<file path="src/rtl/pwm_tmr_pkg.sv">
package pwm_tmr_pkg;

    typedef enum logic [1:0] {
        ST_IDLE = 2'd0,
        ST_RUN  = 2'd1,
        ST_HOLD = 2'd2
    } tmr_state_e;

    localparam int ADDR_W = 3;

    localparam logic [ADDR_W-1:0] A_CTRL  = 3'd0;
    localparam logic [ADDR_W-1:0] A_FLAGS = 3'd1;
    localparam logic [ADDR_W-1:0] A_RISEA = 3'd2;
    localparam logic [ADDR_W-1:0] A_FALLA = 3'd3;
    localparam logic [ADDR_W-1:0] A_SHADW = 3'd4;
    localparam logic [ADDR_W-1:0] A_RISEB = 3'd5;
    localparam logic [ADDR_W-1:0] A_FALLB = 3'd6;
    localparam logic [ADDR_W-1:0] A_COUNT = 3'd7;

endpackage

</file>
<file path="src/rtl/pwm_tmr_regs.sv">
module pwm_tmr_regs
    import pwm_tmr_pkg::*;
#(
    parameter int CNT_W = 16
) (
    input  logic              clk,
    input  logic              rst_n,
    input  logic              reg_we,
    input  logic [ADDR_W-1:0] reg_addr,
    input  logic [CNT_W-1:0]  reg_wdata,
    output logic [CNT_W-1:0]  reg_rdata,
    input  logic              hit_a,
    input  logic              hit_b,
    input  logic [CNT_W-1:0]  cnt,
    output logic              run,
    output logic              buf_en,
    output logic [CNT_W-1:0]  rise_a,
    output logic [CNT_W-1:0]  fall_a,
    output logic [CNT_W-1:0]  rise_b,
    output logic [CNT_W-1:0]  fall_b
);

    localparam int NFLAG = 2;

    logic [CNT_W-1:0] shadow_q;
    logic [NFLAG-1:0] flag_q;
    logic [NFLAG-1:0] hit_vec;
    logic             reload;
    logic             unused_wbits;

    assign hit_vec      = {hit_b, hit_a};
    assign reload       = hit_a && buf_en;
    assign unused_wbits = ^reg_wdata[CNT_W-1:NFLAG];

    always_ff @(posedge clk or negedge rst_n) begin
        if (!rst_n) begin
            run      <= 1'b0;
            buf_en   <= 1'b0;
            rise_a   <= '0;
            fall_a   <= '0;
            shadow_q <= '0;
            rise_b   <= '0;
            fall_b   <= '0;
        end else begin
            if (reg_we) begin
                unique case (reg_addr)
                    A_CTRL:  begin
                        run    <= reg_wdata[0];
                        buf_en <= reg_wdata[1];
                    end
                    A_RISEA: rise_a   <= reg_wdata;
                    A_SHADW: shadow_q <= reg_wdata;
                    A_RISEB: rise_b   <= reg_wdata;
                    A_FALLB: fall_b   <= reg_wdata;
                    default: ;
                endcase
            end
            if (reload) begin
                fall_a <= shadow_q;
            end else if (reg_we && reg_addr == A_FALLA) begin
                fall_a <= reg_wdata;
            end
        end
    end

    for (genvar gi = 0; gi < NFLAG; gi++) begin : g_flag
        always_ff @(posedge clk or negedge rst_n) begin
            if (!rst_n) begin
                flag_q[gi] <= 1'b0;
            end else if (hit_vec[gi]) begin
                flag_q[gi] <= 1'b1;
            end else if (reg_we && reg_addr == A_FLAGS && !reg_wdata[gi]) begin
                flag_q[gi] <= 1'b0;
            end
        end

        p_flag_set_r8: assert property (@(posedge clk) disable iff (!rst_n)
            hit_vec[gi] |=> flag_q[gi]);
    end

    always_comb begin
        reg_rdata = '0;
        unique case (reg_addr)
            A_CTRL:  reg_rdata[1:0] = {buf_en, run};
            A_FLAGS: reg_rdata[NFLAG-1:0] = flag_q;
            A_RISEA: reg_rdata = rise_a;
            A_FALLA: reg_rdata = fall_a;
            A_SHADW: reg_rdata = shadow_q;
            A_RISEB: reg_rdata = rise_b;
            A_FALLB: reg_rdata = fall_b;
            A_COUNT: reg_rdata = cnt;
            default: reg_rdata = '0;
        endcase
    end

    p_reload_r10: assert property (@(posedge clk) disable iff (!rst_n)
        (hit_a && buf_en) |=> fall_a == $past(shadow_q));

    p_flag_keep_r9: assert property (@(posedge clk) disable iff (!rst_n)
        (flag_q[0] && !(reg_we && reg_addr == A_FLAGS)) |=> flag_q[0]);

endmodule

</file>
<file path="src/rtl/pwm_tmr_cnt.sv">
module pwm_tmr_cnt
    import pwm_tmr_pkg::*;
#(
    parameter int CNT_W = 16
) (
    input  logic             clk,
    input  logic             rst_n,
    input  logic             run,
    input  logic             tick,
    input  logic             wrap,
    output logic             step,
    output logic [CNT_W-1:0] cnt
);

    tmr_state_e state_q, state_d;

    always_ff @(posedge clk or negedge rst_n) begin
        if (!rst_n) state_q <= ST_IDLE;
        else        state_q <= state_d;
    end

    always_comb begin
        state_d = state_q;
        unique case (state_q)
            ST_IDLE: if (run)  state_d = ST_RUN;
            ST_RUN:  if (!run) state_d = ST_HOLD;
            ST_HOLD: if (run)  state_d = ST_RUN;
            default: state_d = ST_IDLE;
        endcase
    end

    always_comb begin
        step = (state_q == ST_RUN) && tick;
    end

    always_ff @(posedge clk or negedge rst_n) begin
        if (!rst_n) begin
            cnt <= '0;
        end else if (step) begin
            if (wrap) cnt <= '0;
            else      cnt <= cnt + 1'b1;
        end
    end

    p_count_step_r2: assert property (@(posedge clk) disable iff (!rst_n)
        (step && !wrap) |=> cnt == $past(cnt) + 1'b1);

    p_wrap_zero_r3: assert property (@(posedge clk) disable iff (!rst_n)
        (step && wrap) |=> cnt == '0);

    p_hold_frozen_r7: assert property (@(posedge clk) disable iff (!rst_n)
        (state_q == ST_HOLD) |=> $stable(cnt));

endmodule

</file>
<file path="src/rtl/pwm_tmr_chan.sv">
module pwm_tmr_chan #(
    parameter int CNT_W = 16
) (
    input  logic             clk,
    input  logic             rst_n,
    input  logic             step,
    input  logic [CNT_W-1:0] cnt,
    input  logic [CNT_W-1:0] rise_val,
    input  logic [CNT_W-1:0] fall_val,
    output logic             fall_hit,
    output logic             out_q
);

    logic rise_hit;

    assign rise_hit = step && (cnt == rise_val);
    assign fall_hit = step && (cnt == fall_val);

    always_ff @(posedge clk or negedge rst_n) begin
        if (!rst_n)        out_q <= 1'b0;
        else if (fall_hit) out_q <= 1'b0;
        else if (rise_hit) out_q <= 1'b1;
    end

    p_fall_low_r6: assert property (@(posedge clk) disable iff (!rst_n)
        (step && cnt == fall_val) |=> !out_q);

    p_rise_high_r4: assert property (@(posedge clk) disable iff (!rst_n)
        (step && cnt == rise_val && cnt != fall_val) |=> out_q);

    p_out_frozen_r7: assert property (@(posedge clk) disable iff (!rst_n)
        !step |=> $stable(out_q));

endmodule

</file>
<file path="src/rtl/pwm_setclr_timer.sv">
module pwm_setclr_timer
    import pwm_tmr_pkg::*;
#(
    parameter int CNT_W = 16
) (
    input  logic              clk,
    input  logic              rst_n,
    input  logic              tick,
    input  logic              reg_we,
    input  logic [ADDR_W-1:0] reg_addr,
    input  logic [CNT_W-1:0]  reg_wdata,
    output logic [CNT_W-1:0]  reg_rdata,
    output logic              pwm_a,
    output logic              pwm_b
);

    localparam int NCH = 2;

    logic             run, buf_en, step;
    logic [CNT_W-1:0] cnt;
    logic [CNT_W-1:0] rise_v [NCH];
    logic [CNT_W-1:0] fall_v [NCH];
    logic [NCH-1:0]   hit_v;
    logic [NCH-1:0]   out_v;

    pwm_tmr_regs #(.CNT_W(CNT_W)) u_regs (
        .clk       (clk),
        .rst_n     (rst_n),
        .reg_we    (reg_we),
        .reg_addr  (reg_addr),
        .reg_wdata (reg_wdata),
        .reg_rdata (reg_rdata),
        .hit_a     (hit_v[0]),
        .hit_b     (hit_v[1]),
        .cnt       (cnt),
        .run       (run),
        .buf_en    (buf_en),
        .rise_a    (rise_v[0]),
        .fall_a    (fall_v[0]),
        .rise_b    (rise_v[1]),
        .fall_b    (fall_v[1])
    );

    pwm_tmr_cnt #(.CNT_W(CNT_W)) u_cnt (
        .clk   (clk),
        .rst_n (rst_n),
        .run   (run),
        .tick  (tick),
        .wrap  (hit_v[0]),
        .step  (step),
        .cnt   (cnt)
    );

    for (genvar ch = 0; ch < NCH; ch++) begin : g_ch
        pwm_tmr_chan #(.CNT_W(CNT_W)) u_chan (
            .clk      (clk),
            .rst_n    (rst_n),
            .step     (step),
            .cnt      (cnt),
            .rise_val (rise_v[ch]),
            .fall_val (fall_v[ch]),
            .fall_hit (hit_v[ch]),
            .out_q    (out_v[ch])
        );
    end

    assign pwm_a = out_v[0];
    assign pwm_b = out_v[1];

    p_period_bound_r3: assert property (@(posedge clk) disable iff (!rst_n)
        (step && cnt == fall_v[0]) |=> (cnt == '0 && !pwm_a));

endmodule

</file>
<file path="config.mk">
export PLATFORM = sky130hd
export DESIGN_NAME = pwm_setclr_timer
export DESIGN_NICKNAME = d
export VERILOG_FILES = /design/src/rtl/pwm_tmr_pkg.sv /design/src/rtl/pwm_tmr_regs.sv /design/src/rtl/pwm_tmr_cnt.sv /design/src/rtl/pwm_tmr_chan.sv /design/src/rtl/pwm_setclr_timer.sv
export SDC_FILE = /design/constraint.sdc
export NUM_CORES = 1
export LEC_CHECK = 0
export ABC_CLOCK_PERIOD_IN_PS = 4800
export BUFFER_PORTS_ARGS = -buffer_cell sky130_fd_sc_hd__buf_2
export CAP_MARGIN = 40
export CORE_ASPECT_RATIO = 1.75
export CORE_MARGIN = 10
export CORE_UTILIZATION = 50
export CTS_CLUSTER_DIAMETER = 60
export DETAILED_ROUTE_END_ITERATION = 7
export PLACE_DENSITY = 0.76
export SLEW_MARGIN = 5
export SYNTH_ARGS = -nofsm -noshare
export SYNTH_HDL_FRONTEND = slang
export SYNTH_SLANG_ARGS = --single-unit
export TNS_END_PERCENT = 30
</file>
<file path="constraint.sdc">
create_clock -name clk -period 4.8 [get_ports clk]
set_clock_uncertainty 0.1 [all_clocks]
set_input_delay 0.96 -clock clk [delete_from_list [all_inputs] [get_ports clk]]
set_output_delay 0.96 -clock clk [all_outputs]
set_load 0.02 [all_outputs]
</file>
==> run metrics <==
1st-iter DRT viols roughly 260; crit path cell chain buf_2 > inv_1 > nor2_2 > nand3_1 > a32oi_1 > buf_2; clk root buf clkbuf_16; count of pins over their slew limit 0; number of synthesized register bits roughly 100; initial antenna violation count 0; vias per cell a little over 6; Worst path slowest cell buf_2; Worst path most repeated cell buf_2; WP data required roughly 3700 ps; run status complete, no violations; # H-tree levels 3; # rows 53; hold buffers post-CTS 0; diode count 0; vias post-DR 4,267; pin count of the biggest net entering global routing 60; HP Class in -> async; worst-path fanout max 39; share of cells above drive strength 1 0.3143; met1 usage 0.2121; GRT busiest layer met2; Post-synth ARST share 1.000; setup TNS 0 ps; dominant cell type by area after synthesis dfrtp_1; fin util 0.5501; min Tclk post-route roughly 3900 ps; Seq/Total Area, Yosys 0.4315; Worst Setup Start Kind primary input; die width just over 100 um; Max Freq 0.2586 GHz; io pins 41; met3 Usage GRT 0.03832; total track usage 0.1988; Slew headroom 0.5091; Core Area 11,940 um2; die height approximately 170 um; post-detailed-route DRC marker count 0; DRT Pass-1 Iters 4; Reg clk slew, reported paths 70 ps; starting density of the core 0.5052; WP buf/inv 3; post-CTS sizing 0; final hold viol count 0; Setup Fix Bufs, Post-CTS 0; Distinct cells, synth 52; Worst Tran Pin Value 736.3 ps; clock buffer depth 2; synthesized net count 562; post-synth top area share 0.4315; Mean Syn Cell Area 11.21 um2; die area ~17,000 um2; RSZ-0062 raised after global routing no; CTS tree built; Worst VDD drop 0.2147 mV; Post-Syn Instances approximately 540; GR Layer Usage met2 0.3476; Ys Warns 0; PwrDens 418.9 nW/um2; Area contributors post-synth dfrtp_1, mux2_2, xnor2_1; WL/cell roughly 23 um; Sink Count 104; Crit path max-delay family buffers and inverters; CP arrival 2810 ps; CP Class in -> out; slowest stage delay, CP 550 ps; first-pass GRT wire length between 20,000 and 30,000 um; GPL Wtd Cong 0.9098; number of max-cap violations 0; net count reported at finish ~580; vias in the first global route 4,502; number of synthesized flops with an enable pin 0; Tcrit/Tclk final 0.8055; Routed WL approximately 16,000 um; Top FF cell, synth dfrtp_1; synth-to-layout area growth 8.880%; gr ovfl total 0; Leak 2.884 nW; HPWL after DPL around 12,000 um; CTS buffer count 9; CP endpoint kind primary output; Worst-Skew Late Latency 350 ps; synthesized area 6031 um2; Final Setup Violations 0; IO Port Bufs 40; DRT antenna net count 0
## Yosys cell counts (2+ instances only)
| cell | n |
|---|---|
| nand2b_1 | 2 |
| nor2b_1 | 5 |
| xnor2_2 | 3 |
| a221oi_1 | 3 |
| dfrtp_1 | 104 |
| buf_6 | 3 |
| nor2_1 | 28 |
| and3_1 | 4 |
| nand3_1 | 18 |
| clkbuf_1 | 10 |
| nor3_1 | 3 |
| a221o_1 | 5 |
| xnor2_1 | 47 |
| nand3_2 | 2 |
| xor2_1 | 28 |
| nor4_1 | 6 |
| a22oi_1 | 7 |
| a21boi_0 | 2 |
| and2_1 | 5 |
| a222oi_1 | 4 |
| nand4_1 | 14 |
| a22o_1 | 7 |
| buf_4 | 3 |
| o21ai_0 | 20 |
| mux2_4 | 9 |
| mux2_2 | 90 |
| inv_1 | 7 |
| nand2_1 | 29 |
| mux2i_1 | 17 |
| nand3b_1 | 3 |
| buf_2 | 26 |
| a21oi_1 | 4 |
## flip-flops by register name (all words and copies together), names as in the netlist
name and cells:
u_regs.rise_b 16, u_regs.rise_a 16, u_cnt.cnt 16, u_regs.fall_a 16, u_regs.shadow_q 16, u_regs.buf_en 1
u_regs.flag_q 2, u_cnt.state_q 2, u_regs.fall_b 16, u_regs.run 1, g_ch.u_chan.out_q 2
## layout by cell type (no fill, tap or decap), drive strengths merged, types with 2 or more instances in the layout
| cell type | synthesis | routed |
|---|---|---|
| a21boi | 2 | 2 |
| a21oi | 4 | 4 |
| a221o | 5 | 5 |
| a221oi | 3 | 3 |
| a222oi | 4 | 4 |
| a22o | 7 | 7 |
| a22oi | 7 | 7 |
| and2 | 5 | 5 |
| and3 | 5 | 5 |
| buf | 33 | 49 |
| clkbuf | 10 | 11 |
| dfrtp | 104 | 104 |
| inv | 7 | 9 |
| mux2 | 99 | 99 |
| mux2i | 17 | 17 |
| nand2 | 29 | 29 |
| nand2b | 2 | 2 |
| nand3 | 21 | 21 |
| nand3b | 3 | 3 |
| nand4 | 15 | 15 |
| nor2 | 29 | 29 |
| nor2b | 5 | 5 |
| nor3 | 5 | 5 |
| nor4 | 6 | 6 |
| o21ai | 20 | 20 |
| xnor2 | 51 | 51 |
| xor2 | 28 | 28 |
## where the power goes
part	internal [mW]	total, mW	switching, mW
logic	0.374	0.706	0.332
clock network	0.424	0.759	0.336
registers	1.05	1.29	0.236
## through the flow
stage	std cells	hold WS, ps	setup slack (ps)	total power [mW]	instance area (um2)
after floorplan	538	333.7	1565	1.760	6031
after global placement	678	379.8	999.9	1.965	6222
after detailed placement	681	385.4	939.9	1.996	6260
after CTS	697	267.3	946.8	2.764	6566
after global routing	697	268.6	803.7	2.877	6566
final	697	276.3	933.7	2.751	6566
## worst register-to-register path, cell delays in order, from the launching register on
cell,delay [ps]
dfrtp_1,520
xnor2_1,330
nand4_1,220
nor3_4,280
and2_1,610
o21ai_0,200
## worst paths after layout
path,start,endpoint,slack (ps),cells past startpoint
setup reg to reg,u_cnt.cnt[9],u_cnt.cnt[1],2390,5
max in group asynchronous,rst_n,u_regs.rise_b[14],3440,2
hold / removal,rst_n,u_cnt.cnt[9],280,1
hold reg to reg,u_regs.flag_q[1],u_regs.flag_q[1],400,2
min in group clk,u_regs.flag_q[1],u_regs.flag_q[1],400,2
setup / recovery,reg_addr[0],reg_rdata[1],930,6
## final cells by class
cell class	count	area, um2
fill	1021	5370
clock buffer	11	242.7
tap	137	171.4
inverter	7	26.28
sequential	104	2603
clock inverter	5	63.81
timing repair buffer	49	285.3
multi-input combinational	384	3174
## metal layers
| metal | vias to the layer above | part of all wire |
|---|---|---|
| met5 | - | 0 |
| met4 | 0 | 0.058 |
| met3 | 55 | 0.052 |
| met2 | 169 | 0.52 |
| met1 | 2102 | 0.37 |
| li1 | 1941 | - |
## cells by family after synthesis
group,count (synthesis),synth area share
flip-flops,104,0.4315
AND/OR/NAND/NOR,129,0.1145
multiplexers,116,0.2187
buffers and inverters,50,0.04212
AO/OA/AOI/OAI,59,0.06951
XOR/XNOR,79,0.1216
adder cells (fa/ha/maj),1,0.002074
(Power assumes the default switching activity.)
